File: config.mk
export PLATFORM = sky130hd
export DESIGN_NAME = tdm_chain_port
export DESIGN_NICKNAME = d
export VERILOG_FILES = /design/src/rtl/tdm_chain_port.sv
export SDC_FILE = /design/constraint.sdc
export NUM_CORES = 1
export LEC_CHECK = 0
export BUFFER_PORTS_ARGS = -buffer_cell sky130_fd_sc_hd__buf_2
export CAP_MARGIN = 10
export CORE_MARGIN = 2
export CORE_UTILIZATION = 61
export CTS_BUF_LIST = sky130_fd_sc_hd__clkbuf_16
export CTS_CLUSTER_SIZE = 40
export DETAILED_ROUTE_END_ITERATION = 12
export PLACE_DENSITY = 0.84
export SLEW_MARGIN = 20
export SYNTH_ARGS = -nofsm -noshare
export SYNTH_HDL_FRONTEND = slang
export SYNTH_SLANG_ARGS = --single-unit
File: constraint.sdc
create_clock -name clk -period 3.5 [get_ports clk]
set_input_delay 0.35 -clock clk [delete_from_list [all_inputs] [get_ports clk]]
set_output_delay 0.35 -clock clk [all_outputs]
set_load 0.01 [all_outputs]
File: src/rtl/tdm_chain_port.sv
module tdm_chain_port #(
  parameter int WORD_W    = 16,
  parameter int HALF_BITS = 128,
  parameter int DIV_HALF  = 4,
  parameter int GRP_SMALL = 3,
  parameter int GRP_LARGE = 6,
  parameter int IDX_W     = $clog2(2*GRP_LARGE)
) (
  input  logic              clk,
  input  logic              rst_n,
  input  logic              bus_master,
  input  logic              cfg_wr,
  input  logic              cfg_frs,
  input  logic              cfg_three,
  input  logic              sclk_in,
  output logic              sclk_out,
  output logic              sclk_oe,
  input  logic              fs_in,
  output logic              fs_out,
  output logic              fs_oe,
  input  logic              tsi,
  output logic              tso,
  input  logic              sdi,
  output logic              sdo,
  output logic              sdo_oe,
  input  logic [WORD_W-1:0] tx_data,
  output logic              tx_load,
  output logic [IDX_W-1:0]  tx_idx,
  output logic              rx_valid,
  output logic [WORD_W-1:0] rx_data,
  output logic [IDX_W-1:0]  rx_slot
);
  localparam int BC_W = $clog2(WORD_W);
  localparam int FC_W = $clog2(2*HALF_BITS) + 1;
  localparam int DV_W = $clog2(DIV_HALF + 1);

  logic frs_q, three_q;
  logic s_sclk, s_fs, s_tsi, s_sdi;
  logic [DV_W-1:0] div_q;
  logic sclk_gen, sclk_d;
  logic [FC_W-1:0] fcnt;
  logic fs_seen, tsi_seen;
  logic active, grp;
  logic [BC_W-1:0] bcnt;
  logic [IDX_W-1:0] scnt;
  logic [WORD_W-1:0] txsr;
  logic [WORD_W-2:0] rxsr;
  logic rx_valid_q;
  logic [WORD_W-1:0] rx_data_q;
  logic [IDX_W-1:0] rx_slot_q;

  always_ff @(posedge clk or negedge rst_n)
    if (!rst_n) begin
      frs_q   <= 1'b0;
      three_q <= 1'b0;
    end else if (cfg_wr) begin
      frs_q   <= cfg_frs;
      three_q <= cfg_three;
    end

  always_ff @(posedge clk or negedge rst_n)
    if (!rst_n) {s_sclk, s_fs, s_tsi, s_sdi} <= '0;
    else        {s_sclk, s_fs, s_tsi, s_sdi} <= {sclk_in, fs_in, tsi, sdi};

  // bit clock generator (master)
  always_ff @(posedge clk or negedge rst_n)
    if (!rst_n) begin
      div_q    <= '0;
      sclk_gen <= 1'b0;
    end else if (!bus_master) begin
      div_q    <= '0;
      sclk_gen <= 1'b0;
    end else if (div_q == DV_W'(DIV_HALF - 1)) begin
      div_q    <= '0;
      sclk_gen <= ~sclk_gen;
    end else begin
      div_q <= div_q + DV_W'(1);
    end

  wire sclk_src = bus_master ? sclk_gen : s_sclk;

  always_ff @(posedge clk or negedge rst_n)
    if (!rst_n) sclk_d <= 1'b0;
    else        sclk_d <= sclk_src;

  wire rise_ev = sclk_src & ~sclk_d;
  wire fall_ev = ~sclk_src & sclk_d;

  // frame counter (master)
  wire [FC_W-1:0] flen = frs_q ? FC_W'(HALF_BITS) : FC_W'(2*HALF_BITS);

  always_ff @(posedge clk or negedge rst_n)
    if (!rst_n) fcnt <= '0;
    else if (!bus_master) fcnt <= '0;
    else if (rise_ev) fcnt <= (fcnt >= flen - FC_W'(1)) ? '0 : fcnt + FC_W'(1);

  wire fs_gen = bus_master & (fcnt == flen - FC_W'(1));
  wire fs_src = bus_master ? fs_gen : s_fs;
  wire tsi_src = ~bus_master & s_tsi;

  always_ff @(posedge clk or negedge rst_n)
    if (!rst_n) begin
      fs_seen  <= 1'b0;
      tsi_seen <= 1'b0;
    end else if (fall_ev) begin
      fs_seen  <= fs_src;
      tsi_seen <= tsi_src;
    end

  // slot sequencer
  wire [IDX_W-1:0] ngrp = three_q ? IDX_W'(GRP_SMALL) : IDX_W'(GRP_LARGE);
  wire last_bit   = bcnt == BC_W'(WORD_W - 1);
  wire last_slot  = scnt == ngrp - IDX_W'(1);
  wire trig_start = bus_master ? fs_seen : tsi_seen;
  wire [IDX_W-1:0] idx = grp ? scnt + ngrp : scnt;
  wire burst_done = last_slot & (grp | frs_q);

  assign tx_idx  = trig_start ? '0 : idx + IDX_W'(1);
  assign tx_load = rise_ev & (trig_start | (active & ~fs_seen & last_bit & ~burst_done));

  always_ff @(posedge clk or negedge rst_n)
    if (!rst_n) begin
      active <= 1'b0;
      grp    <= 1'b0;
      bcnt   <= '0;
      scnt   <= '0;
      txsr   <= '0;
    end else if (rise_ev) begin
      if (trig_start) begin
        active <= 1'b1;
        grp    <= 1'b0;
        bcnt   <= '0;
        scnt   <= '0;
      end else if (fs_seen) begin
        active <= 1'b0;
      end else if (active) begin
        bcnt <= bcnt + BC_W'(1);
        if (last_bit) begin
          bcnt <= '0;
          if (burst_done) active <= 1'b0;
          else if (last_slot) begin
            grp  <= 1'b1;
            scnt <= '0;
          end else scnt <= scnt + IDX_W'(1);
        end
      end
      if (tx_load) txsr <= tx_data;
      else         txsr <= {txsr[WORD_W-2:0], 1'b0};
    end

  // receive path
  always_ff @(posedge clk or negedge rst_n)
    if (!rst_n) begin
      rxsr       <= '0;
      rx_valid_q <= 1'b0;
      rx_data_q  <= '0;
      rx_slot_q  <= '0;
    end else begin
      rx_valid_q <= 1'b0;
      if (fall_ev && active) begin
        rxsr <= {rxsr[WORD_W-3:0], s_sdi};
        if (last_bit) begin
          rx_valid_q <= 1'b1;
          rx_data_q  <= {rxsr, s_sdi};
          rx_slot_q  <= idx;
        end
      end
    end

  assign sclk_out = sclk_gen;
  assign sclk_oe  = bus_master;
  assign fs_out   = fs_gen;
  assign fs_oe    = bus_master;
  assign sdo      = active & txsr[WORD_W-1];
  assign sdo_oe   = active;
  assign tso      = active & last_bit & last_slot;
  assign rx_valid = rx_valid_q;
  assign rx_data  = rx_data_q;
  assign rx_slot  = rx_slot_q;
endmodule

==> key figures <==
Outcome
  – Outcome: finished, final reports clean

Critical path
  – Worst EP required: 3.15 ns
  – Crit path max-delay family: compound AO/OA/AOI/OAI gates
  – CP startpoint kind: flip-flop
  – Cells along the critical path: inv_1 > ha_1 > o21ai_0 > or3_1 > a2111oi_0 > nor3_1 > buf_2
  – Crit-path max FO: 3
  – Endpoint class of the critical path: primary output
  – Buf+Inv Stages, Crit Path: 2
  – Arrival @ worst endpoint: 2.39 ns
  – CP Class: reg -> out
  – Crit-path slowest cell: a2111oi_0
  – CP peak stage delay: 0.48 ns

Floorplanning
  – Area of the die: 7320 um2
  – Die W: 85.5 um
  – Starting density of the core: 63.5%
  – # rows: 29
  – Die Ht: 85.5 um
  – CORE AREA: 6390 um2
  – Number of I/O pins: 59

Synthesis
  – Yosys reg bits: 84
  – Syn. warnings: 0
  – Synth Instances: 358
  – Seq/Total Area, Yosys: ~52%
  – Post-synth EDFFs: 0
  – Syn avg cell area: 11.3 um2
  – Mapped Nets: 393
  – Cell variety after synth: 56
  – Post-synth ARST share: 100%
  – Main synth FF type: dfrtp_1
  – Synthesized cell area: 4060 um2

Finish
  – Fillcell total: 457
  – Reg area: 2100 um2
  – Final #Nets: 442
  – Combined area of the multi-input logic cells: around 1800 um2
  – # diodes: 0
  – Most frequent cells in the layout: dfrtp_1 (84), buf_2 (57), nand2_1 (46)
  – P&R area growth vs syn: 14.4%
  – Commonest non-fill, non-tap cell in the layout: dfrtp_1
  – Layout cells sized above 1: 30.8%

Power
  – Switching power: around 790 uW
  – Clk pwr share: 35.3%
  – P_int: 1890 uW
  – Static leakage: 0.00227 uW
  – Flop pwr share: 46.9%
  – Pwr Density: 579 nW/um2
  – Net Sw Frac: 29.4%
  – Max IR drop VDD: 394 uV
  – Comb power frac: 17.8%

Timing
  – RSZ-0062 raised after global routing: false
  – Worst Skew: 0.00723 ns
  – Slew Viols, Final: 0
  – Crit share post-route: 78.3%
  – Final hold violations: 0
  – Peak Freq: roughly 360 MHz
  – Setup_tns: 0 ns
  – Fin worst setup slack: 0.758 ns
  – Setup violations, final: 0
  – Tightest Pin Transition: 0.812 ns
  – Post-route minimum period: 2.74 ns
  – Rel. slew slack: 45.8%

Clock tree
  – Clk buf depth: 2
  – CTS Hold Bufs: 0
  – Setup bufs post-CTS: 0
  – Worst-Skew Late Latency: 0.34 ns
  – CTS H-tree lvls: 3
  – PostCTS Resize Cnt: 0
  – Clock tree sinks: 84
  – Reg clk slew, reported paths: 0.06 ns
  – Clock Tree Root: clkbuf_16
  – Total CTS buffers: 9
  – CTS tree: done

Global routing
  – Largest net degree at the start of global routing: 85
  – GR Overflow Total: 0
  – First-pass GRT wire length: 13500 um
  – Gr usage total: 23.5%
  – Via count of the first global-routing pass: around 2900
  – Initial antenna violation count: 0

Flow run
  – Max-cap violations: 0

Route
  – Vias: 2880
  – DRC: 0
  – Routed wire length: 8010 um
  – Drt pass-1 iters: 4
  – Post-DRT Antenna Nets: 0
  – Avg WL per Cell: 16.4 um
  – Vias per Instance: 5.89
  – DR iter-0 viols: 154

Placed design
  – Pre-CTS setup slack: around 1.0 ns
  – DP Wirelength: 5250 um
  – GP Congestion: 0.821
  – Buffers on Ports: slightly below 60

Hold path
  – Worst hold path type: in -> async
sequential cells by signal, summed over array words and instances (netlist names), 3 cells and up:
name and count:
div_q 3, scnt 4, rx_slot 4, bcnt 4, rx_data 16, fcnt 9
txsr 16, rxsr 15
power by group through the flow:
stage	Sequential, uW	Combinational, uW	Clock [uW]
final	1260	478	949
after global routing	1280	535	1010
after CTS	1260	481	966
after detailed placement	1270	476	0
after global placement	1260	455	0
after floorplan	1220	380	0
cell type report:
cell class | instances | share of cell area, %
flip-flops and latches | 84 | 45.3
multi-input cells | 238 | 38.3
repair buffers | 61 | 6.88
clock buffers | 9 | 4.85
well taps | 77 | 2.08
clock inverters | 7 | 1.56
inverters | 13 | 1.05
cell usage after synthesis, types with 2 or more instances:
| master | n | share of area (%) |
|---|---|---|
| buf_4 | 2 | 0.37 |
| inv_1 | 13 | 1.2 |
| nand3_1 | 6 | 0.74 |
| dfrtp_1 | 84 | 52 |
| o211ai_1 | 5 | 0.93 |
| a211oi_1 | 6 | 1.1 |
| nor3_1 | 4 | 0.49 |
| ha_1 | 9 | 2.8 |
| buf_6 | 3 | 0.83 |
| a31oi_1 | 3 | 0.46 |
| a41oi_1 | 2 | 0.43 |
| and2_1 | 6 | 0.93 |
| nand3_2 | 2 | 0.49 |
| and3_1 | 3 | 0.46 |
| a32o_1 | 3 | 0.74 |
| a21o_1 | 2 | 0.37 |
| mux2_1 | 4 | 1.1 |
| nand2_1 | 46 | 4.3 |
| o21ai_0 | 13 | 1.6 |
| mux2i_4 | 2 | 1.1 |
| mux2_2 | 29 | 8.1 |
| buf_2 | 13 | 1.6 |
| xnor2_1 | 10 | 2.2 |
| a21oi_1 | 5 | 0.62 |
| nand4_1 | 19 | 2.9 |
| nand2b_1 | 3 | 0.46 |
| nor2_1 | 17 | 1.6 |
| o211ai_2 | 10 | 3.1 |
| a22o_1 | 2 | 0.43 |
| or3_1 | 2 | 0.31 |
| clkbuf_1 | 5 | 0.46 |
through the flow:
stage	util, %	area [um2]	total power [uW]	cells	hold WS, ns
6_report	72.6	4640	2690	489	0.0549
5_1_grt	72.6	4640	2830	489	0.102
4_1_cts	72.6	4640	2700	489	0.111
3_5_place_dp	67.9	4340	1740	473	0.436
3_3_place_gp	67.9	4340	1710	473	0.427
2_1_floorplan	-	4060	1600	358	0.0544
logic make-up after synthesis:
| logic type | count (synthesis) | share of synthesized area [%] |
|---|---|---|
| and+or+nand+nor | 118 | 14.9 |
| DFF | 84 | 51.8 |
| AOI/OAI and AO/OA | 64 | 13.2 |
| buffers and inverters | 36 | 4.47 |
| muxes | 36 | 10.5 |
| xor gates and xnor gates | 11 | 2.38 |
| adders and majority gates | 9 | 2.78 |
worst register-to-register path: stages, from the launching register on:
cell,delay (ns)
dfrtp_1,0.40
ha_1,0.22
nand4_1,0.16
o21ai_1,0.62
and2_1,0.76
o211ai_1,0.22
layer usage:
layer / vias up / share of wire (%) / global-route usage, %
met2: 64 / 48 / 36.9
met3: 12 / 4.4 / 4.91
li1: 1385 / - / -
met5: - / 0 / 0
met1: 1419 / 46 / 32.0
met4: 0 / 1.7 / 9.81
final timing paths:
kind                       startpoint   endpoint  slack [ns]  cells after the start
min                             rst_n    fcnt[5]        0.05                      1
max                           three_q  tx_idx[3]        0.76                      7
min reg2reg                  div_q[0]   div_q[0]        0.45                      1
max reg2reg                   bcnt[0]   txsr[15]        0.96                      5
max in group asynchronous       rst_n     sdo_oe        2.94                      1
min in group clk              sclk_in     s_sclk        0.12                      1
(Power assumes the default switching activity.)
